$ cat src/rtl/i2c_unlock_pkg.sv
package i2c_unlock_pkg;

    typedef enum logic [2:0] {
        ST_BOOT,
        ST_LOW,
        ST_WAIT,
        ST_HIGH,
        ST_START,
        ST_STOP,
        ST_DONE
    } seq_state_e;

    localparam int unsigned SYNC_STAGES = 2;

endpackage

$ cat src/rtl/i2c_unlock_sync.sv
module i2c_unlock_sync #(
    parameter int unsigned WIDTH  = 2,
    parameter int unsigned STAGES = 2
) (
    input  logic             clk,
    input  logic             rst_n,
    input  logic [WIDTH-1:0] d_i,
    output logic [WIDTH-1:0] q_o
);

    for (genvar b = 0; b < WIDTH; b++) begin : g_bit
        logic [STAGES-1:0] chain_q;
        logic [STAGES-1:0] chain_d;

        always_comb begin
            chain_d = {chain_q[STAGES-2:0], d_i[b]};
        end

        // idle bus reads high, so reset every stage to 1
        always_ff @(posedge clk or negedge rst_n) begin
            if (!rst_n) begin
                chain_q <= '1;
            end else begin
                chain_q <= chain_d;
            end
        end

        assign q_o[b] = chain_q[STAGES-1];
    end

endmodule

$ cat src/rtl/i2c_unlock_timer.sv
module i2c_unlock_timer #(
    parameter int unsigned PHASE_CLKS = 250
) (
    input  logic clk,
    input  logic rst_n,
    input  logic clr_i,
    output logic tick_o
);

    localparam int unsigned CNT_W = (PHASE_CLKS > 1) ? $clog2(PHASE_CLKS) : 1;
    localparam logic [CNT_W-1:0] CNT_LAST = CNT_W'(PHASE_CLKS - 1);

    logic [CNT_W-1:0] cnt_d, cnt_q;

    always_comb begin
        tick_o = (cnt_q == CNT_LAST);
        if (clr_i) begin
            cnt_d = '0;
        end else if (tick_o) begin
            cnt_d = cnt_q;
        end else begin
            cnt_d = cnt_q + CNT_W'(1);
        end
    end

    always_ff @(posedge clk or negedge rst_n) begin
        if (!rst_n) begin
            cnt_q <= '0;
        end else begin
            cnt_q <= cnt_d;
        end
    end

endmodule

$ cat src/rtl/i2c_unlock_fsm.sv
module i2c_unlock_fsm
    import i2c_unlock_pkg::*;
#(
    parameter int unsigned MAX_PULSES = 9,
    parameter int unsigned PULSE_W    = 4
) (
    input  logic               clk,
    input  logic               rst_n,
    input  logic               scl_s_i,
    input  logic               sda_s_i,
    input  logic               tick_i,
    output logic               clr_o,
    output logic               seq_scl_o,
    output logic               seq_sda_o,
    output logic               done_o,
    output logic               fail_o,
    output logic [PULSE_W-1:0] pulses_o
);

    localparam logic [PULSE_W-1:0] PULSE_LAST = PULSE_W'(MAX_PULSES - 1);

    typedef struct packed {
        seq_state_e         st;
        logic [PULSE_W-1:0] pulses;
        logic               done;
        logic               fail;
    } fsm_regs_t;

    fsm_regs_t fsm_d, fsm_q;

    always_comb begin
        fsm_d = fsm_q;
        unique case (fsm_q.st)
            ST_BOOT: begin
                if (tick_i) fsm_d.st = ST_LOW;
            end
            ST_LOW: begin
                if (tick_i) fsm_d.st = ST_WAIT;
            end
            ST_WAIT: begin
                // a stretching slave keeps us here
                if (scl_s_i) fsm_d.st = ST_HIGH;
            end
            ST_HIGH: begin
                if (tick_i) begin
                    fsm_d.pulses = fsm_q.pulses + PULSE_W'(1);
                    if (sda_s_i) begin
                        fsm_d.st = ST_START;
                    end else if (fsm_q.pulses == PULSE_LAST) begin
                        fsm_d.st   = ST_DONE;
                        fsm_d.done = 1'b1;
                        fsm_d.fail = 1'b1;
                    end else begin
                        fsm_d.st = ST_LOW;
                    end
                end
            end
            ST_START: begin
                if (tick_i) fsm_d.st = ST_STOP;
            end
            ST_STOP: begin
                if (tick_i) begin
                    fsm_d.st   = ST_DONE;
                    fsm_d.done = 1'b1;
                end
            end
            default: begin
                fsm_d = fsm_q;
            end
        endcase
        // restart phase timing on every state change and while waiting for SCL
        clr_o = (fsm_d.st != fsm_q.st) || (fsm_q.st == ST_WAIT);
    end

    always_ff @(posedge clk or negedge rst_n) begin
        if (!rst_n) begin
            fsm_q.st     <= ST_BOOT;
            fsm_q.pulses <= '0;
            fsm_q.done   <= 1'b0;
            fsm_q.fail   <= 1'b0;
        end else begin
            fsm_q <= fsm_d;
        end
    end

    assign seq_scl_o = (fsm_q.st != ST_LOW);
    assign seq_sda_o = (fsm_q.st != ST_START);
    assign done_o    = fsm_q.done;
    assign fail_o    = fsm_q.fail;
    assign pulses_o  = fsm_q.pulses;

endmodule

$ cat src/rtl/i2c_unlock_seq.sv
module i2c_unlock_seq
    import i2c_unlock_pkg::*;
#(
    parameter int unsigned PHASE_CLKS = 250,
    parameter int unsigned MAX_PULSES = 9
) (
    input  logic clk,
    input  logic rst_n,
    input  logic scl_i,
    input  logic sda_i,
    input  logic ctl_scl_i,
    input  logic ctl_sda_i,
    output logic scl_o,
    output logic sda_o,
    output logic done_o,
    output logic fail_o,
    output logic grant_o
);

    // PHASE_CLKS must exceed SYNC_STAGES so a driven-low SCL is seen before the wait
    localparam int unsigned PULSE_W = $clog2(MAX_PULSES + 1);

    logic [1:0]         pins_s;
    logic               scl_s, sda_s;
    logic               tick, clr;
    logic               seq_scl, seq_sda;
    logic               done, fail;
    logic [PULSE_W-1:0] pulses;

    i2c_unlock_sync #(
        .WIDTH  (2),
        .STAGES (SYNC_STAGES)
    ) u_sync (
        .clk   (clk),
        .rst_n (rst_n),
        .d_i   ({sda_i, scl_i}),
        .q_o   (pins_s)
    );

    assign scl_s = pins_s[0];
    assign sda_s = pins_s[1];

    i2c_unlock_timer #(
        .PHASE_CLKS (PHASE_CLKS)
    ) u_timer (
        .clk    (clk),
        .rst_n  (rst_n),
        .clr_i  (clr),
        .tick_o (tick)
    );

    i2c_unlock_fsm #(
        .MAX_PULSES (MAX_PULSES),
        .PULSE_W    (PULSE_W)
    ) u_fsm (
        .clk       (clk),
        .rst_n     (rst_n),
        .scl_s_i   (scl_s),
        .sda_s_i   (sda_s),
        .tick_i    (tick),
        .clr_o     (clr),
        .seq_scl_o (seq_scl),
        .seq_sda_o (seq_sda),
        .done_o    (done),
        .fail_o    (fail),
        .pulses_o  (pulses)
    );

    // pin ownership moves to the controller only once recovery is over
    always_comb begin
        grant_o = done;
        if (done) begin
            scl_o = ctl_scl_i;
            sda_o = ctl_sda_i;
        end else begin
            scl_o = seq_scl;
            sda_o = seq_sda;
        end
    end

    assign done_o = done;
    assign fail_o = fail;

endmodule

$ cat config.mk
export PLATFORM = sky130hd
export DESIGN_NAME = i2c_unlock_seq
export DESIGN_NICKNAME = d
export VERILOG_FILES = /design/src/rtl/i2c_unlock_pkg.sv /design/src/rtl/i2c_unlock_sync.sv /design/src/rtl/i2c_unlock_timer.sv /design/src/rtl/i2c_unlock_fsm.sv /design/src/rtl/i2c_unlock_seq.sv
export SDC_FILE = /design/constraint.sdc
export NUM_CORES = 1
export LEC_CHECK = 0
export BUFFER_PORTS_ARGS = -buffer_cell sky130_fd_sc_hd__buf_2
export CORE_ASPECT_RATIO = 0.8
export CORE_MARGIN = 4
export CORE_UTILIZATION = 50
export CTS_CLUSTER_DIAMETER = 60
export DETAILED_ROUTE_END_ITERATION = 6
export GPL_TIMING_DRIVEN = 0
export PLACE_DENSITY = 0.83
export SLEW_MARGIN = 30
export SYNTH_ARGS = -nofsm -noshare
export SYNTH_HDL_FRONTEND = slang
export SYNTH_SLANG_ARGS = --single-unit
$ cat constraint.sdc
create_clock -name clk -period 1.4 [get_ports clk]
set_input_delay 0.42 -clock clk [delete_from_list [all_inputs] [get_ports clk]]
set_output_delay 0.42 -clock clk [all_outputs]
set_load 0.02 [all_outputs]
==> impl_metrics.env <==
export IMPL_routedWlPerCell_um=17.2
export IMPL_fin_crit_ns=1.73
export IMPL_h_tree_depth=1
export IMPL_clk_insertion_delay_late_ns=0.31
export IMPL_std_cell_rows=15
export IMPL_synth_cell_area_sq_mm=0.00113
export IMPL_failed_checks="negative setup slack"
export IMPL_clock_path_buffers=2
export IMPL_clock_sinks=21
export IMPL_crit_arrival_ns=1.31
export IMPL_synth_seq_cells=21
export IMPL_timing_critical_path_to_type="primary output"
export IMPL_track_usage_pct=18.4
export IMPL_fp_coreArea_sq_mm=0.00216
export IMPL_max_cap_viol_count=0
export IMPL_timing_critical_path_required_ns=0.98
export IMPL_power_static_leakage_nw=0.653
export IMPL_worst_setup_hold_path_clk_slew_ns=0.12
export IMPL_worst_path_stages=4
export IMPL_worst_setup_path_type="flop to primary output"
export IMPL_critical_path_max_fanout=4
export IMPL_initial_core_util_pct=52.4
export IMPL_power_switching_share_pct=22.3
export IMPL_detail_route_drc_violations=0
export IMPL_dr_wl_met3_um=188
export IMPL_replace_congestion=0.809
export IMPL_antenna_cells_inserted=0
export IMPL_drive_gt1_share_pct=51.1
export IMPL_achievable_frequency_ghz=0.578
export IMPL_worst_path_max_delay_cell="dfrtp_2"
export IMPL_final_antenna_net_count=0
export IMPL_total_switching_power_uw=210
export IMPL_chipHeight_um=50.5
export IMPL_grt_setup_unrepaired="true"
export IMPL_share_comb_of_total_power_pct=2.3
export IMPL_share_clk_of_total_power_pct=32.0
export IMPL_multi_input_comb_area_sq_um=609
export IMPL_timing_final_setup_violations=5
export IMPL_portBuffers=10
export IMPL_tritoncts_clock_tree="built"
export IMPL_area_growth_synth_to_final_pct=31.3
export IMPL_clockRootBuffer="clkbuf_4"
export IMPL_cell_by_cell_trace_of_the_critical_path="nor2_4 > nand2_1 > mux2_2 > buf_6"
export IMPL_placed_cells_incl_taps=138
export IMPL_power_density_over_cell_area_mw_per_mm2=635
export IMPL_tightest_slew_ns=0.459
export IMPL_post_synth_inst_count=103
export IMPL_reg2regPathDepth=4
export IMPL_grt_antenna_before_repair=0
export IMPL_worst_hold_path_type="input port to asynchronous set/reset pin"
export IMPL_postLayoutSetupSlackWorst_ns=-0.330
export IMPL_route_met2_wl_um=1290
export IMPL_timing_rr_start="u_timer.cnt_q[0]"
export IMPL_worst_skew_ns=0.00705
export IMPL_timing_critical_path_from_type="flop"
export IMPL_first_pass_grt_wire_length_um=4220
export IMPL_routed_wl_um=2720
export IMPL_route_top_layer_used="met4"
export IMPL_cts_inserted_buffers=3
export IMPL_drtPass1Iterations=4
export IMPL_grt_start_max_net_pins=22
export IMPL_first_iter_violations=47
export IMPL_hold_buffers=0
export IMPL_critical_path_reg2reg_endpoint="u_fsm.fsm_q[6]"
export IMPL_final_seq_area_sq_um=537
export IMPL_crit_path_max_incr_delay_ns=0.46
export IMPL_syn_mean_instance_area_sq_um=11.0
export IMPL_via_count=955
export IMPL_synth_seq_area_share_pct=46.9
export IMPL_route_layer_met1_wl_um=1210
export IMPL_hold_worst_slack_ns=0.0365
export IMPL_path_buf_inv=1
export IMPL_internal_power_consumption_uw=733
export IMPL_filler_cell_count=161
export IMPL_period_share_pct=124
export IMPL_yosysWarningCount=0
export IMPL_avgViaCountPerCell=6.04
export IMPL_outcome="finished with violations"
export IMPL_io_pin_count=11
export IMPL_power_ir_vdd_worst_mv=0.627
export IMPL_via_count_of_the_first_global_routing_pass=910
export IMPL_hold_violations=0
export IMPL_floorplan_die_area_sq_mm=0.00309
export IMPL_die_x_um=61.2
export IMPL_gr_total_overflow=0
export IMPL_slew_violations=0
export IMPL_power_frac_seq_pct=65.7
export IMPL_netlist_cell_types=42
export IMPL_ff2ff_setup_slack_ns=-0.05
export IMPL_number_of_nets_at_the_end_of_the_flow=144
export IMPL_layoutNonFillerInstCount=158
export IMPL_synth_net_count=113
export IMPL_cp_top_family="flip-flops"
export IMPL_slew_limit_headroom_pct=69.4
export IMPL_detailedPlacementHpwl_um=1530
## cells by family after synthesis
group                    share of synthesized area [%]
buffers and inverters                             5.64
AO/OA/AOI/OAI                                     16.3
flip-flops                                        46.9
multiplexers                                      3.76
XOR/XNOR                                          3.87
AND/OR/NAND/NOR                                   19.1
adder cells (fa/ha/maj)                           4.42
## worst max path at each step
| stage | from | to | slack, ns |
|---|---|---|---|
| 3_5_place_dp | u_fsm.fsm_q[6] | sda_o | -0.17 |
| 2_1_floorplan | u_timer.cnt_q[0] | u_fsm.fsm_q[6] | -0.009 |
| 5_1_grt | u_fsm.fsm_q[7] | sda_o | -0.38 |
| 4_1_cts | u_fsm.fsm_q[7] | sda_o | -0.36 |
| 3_3_place_gp | u_fsm.fsm_q[6] | sda_o | -0.15 |
| 6_report | u_fsm.fsm_q[7] | sda_o | -0.33 |
## power groups by stage
stage	combinational, mW	sequential (mW)	clock [mW]
2_1_floorplan	0.00318	0.630	0
3_3_place_gp	0.0211	0.630	0
3_5_place_dp	0.0219	0.631	0
4_1_cts	0.0219	0.620	0.307
6_report	0.0215	0.620	0.301
5_1_grt	0.0247	0.621	0.343
## synth_stat cells (all sizes together)
master   count  area share, %
a21bo        1           0.88
a21oi        5            2.2
a221o        1           0.88
a22oi        2            1.3
a311o        1           0.88
a311oi       1            1.3
a31oi        1           0.55
a32oi        1           0.77
a41oi        2            2.2
and2         2            1.1
and3b        3            2.3
and4         2            1.8
and4b        1           0.88
buf          6            3.6
dfrtp       17             38
dfstp        4            9.3
ha           4            4.4
inv          6            2.0
mux2         2            2.0
mux2i        2            1.8
nand2        7            2.3
nand2b       1           0.55
nand3        5            2.2
nand4        3            2.2
nor2         3            1.0
nor2b        2            1.1
nor3b        1           0.66
o21ai        2           0.88
o21bai       2            1.3
o2bb2ai      1           0.77
o311ai       1           0.77
o41ai        1            1.4
or2          2            1.1
or3          2            1.1
or3b         1           0.77
xnor2        3            2.3
xor2         2            1.5
## registers in the layout (all words and copies together) (netlist names)
signal                flops
u_fsm.done_o              1
u_fsm.fsm_q               3
u_timer.cnt_q             8
u_sync.g_bit.chain_q      4
u_fsm.fail_o              1
u_fsm.pulses_o            4
## per-layer routing
layer	vias to the layer above	GRT usage, %
li1	431	-
met1	476	24.0
met2	44	28.5
met3	4	5.66
met4	0	6.50
met5	-	0
## cell type report
cell class	instances	share of cell area [%]
multi-input combinational	70	41.0
sequential	21	36.1
timing repair buffer	28	14.4
buffer	4	2.78
tap	25	2.11
clock buffer	3	1.52
inverter	6	1.52
clock inverter	1	0.505
## through the flow
stage / setup TNS [ns] / utilization, % / power (mW) / setup slack [ns] / cell area [sq um]
6_report: -0.749 / 68.8 / 0.943 / -0.330 / 1490
5_1_grt: -1.21 / 68.8 / 0.988 / -0.383 / 1490
4_1_cts: -0.777 / 63.8 / 0.949 / -0.357 / 1380
3_5_place_dp: -0.886 / 56.8 / 0.653 / -0.166 / 1220
3_3_place_gp: -0.437 / 56.8 / 0.651 / -0.153 / 1220
2_1_floorplan: -0.0108 / - / 0.633 / -0.00905 / 1140
## layout by cell type, fill, tap and decap left out, types with 2 or more instances in the layout
cell type,n
a21oi_1,5
a22oi_1,2
and2_4,2
and3b_1,2
buf_2,6
buf_4,18
buf_6,8
clkbuf_4,3
dfrtp_1,12
dfrtp_2,5
dfstp_2,4
ha_1,2
ha_4,2
inv_1,5
mux2_2,2
mux2i_1,2
nand2_1,6
nand3_1,4
nand4_1,2
o21ai_0,2
o21bai_1,2
or2_1,2
or3_1,2
xnor2_1,3
xor2_1,2
## repair_timing
action | in CTS | in global routing
endpoints found under the setup margin | 17 | 18
buffers inserted | 11 | 7
pin swaps | 5 | 6
resized for setup | 17 | 16
Power figures use the tool's default switching activity.
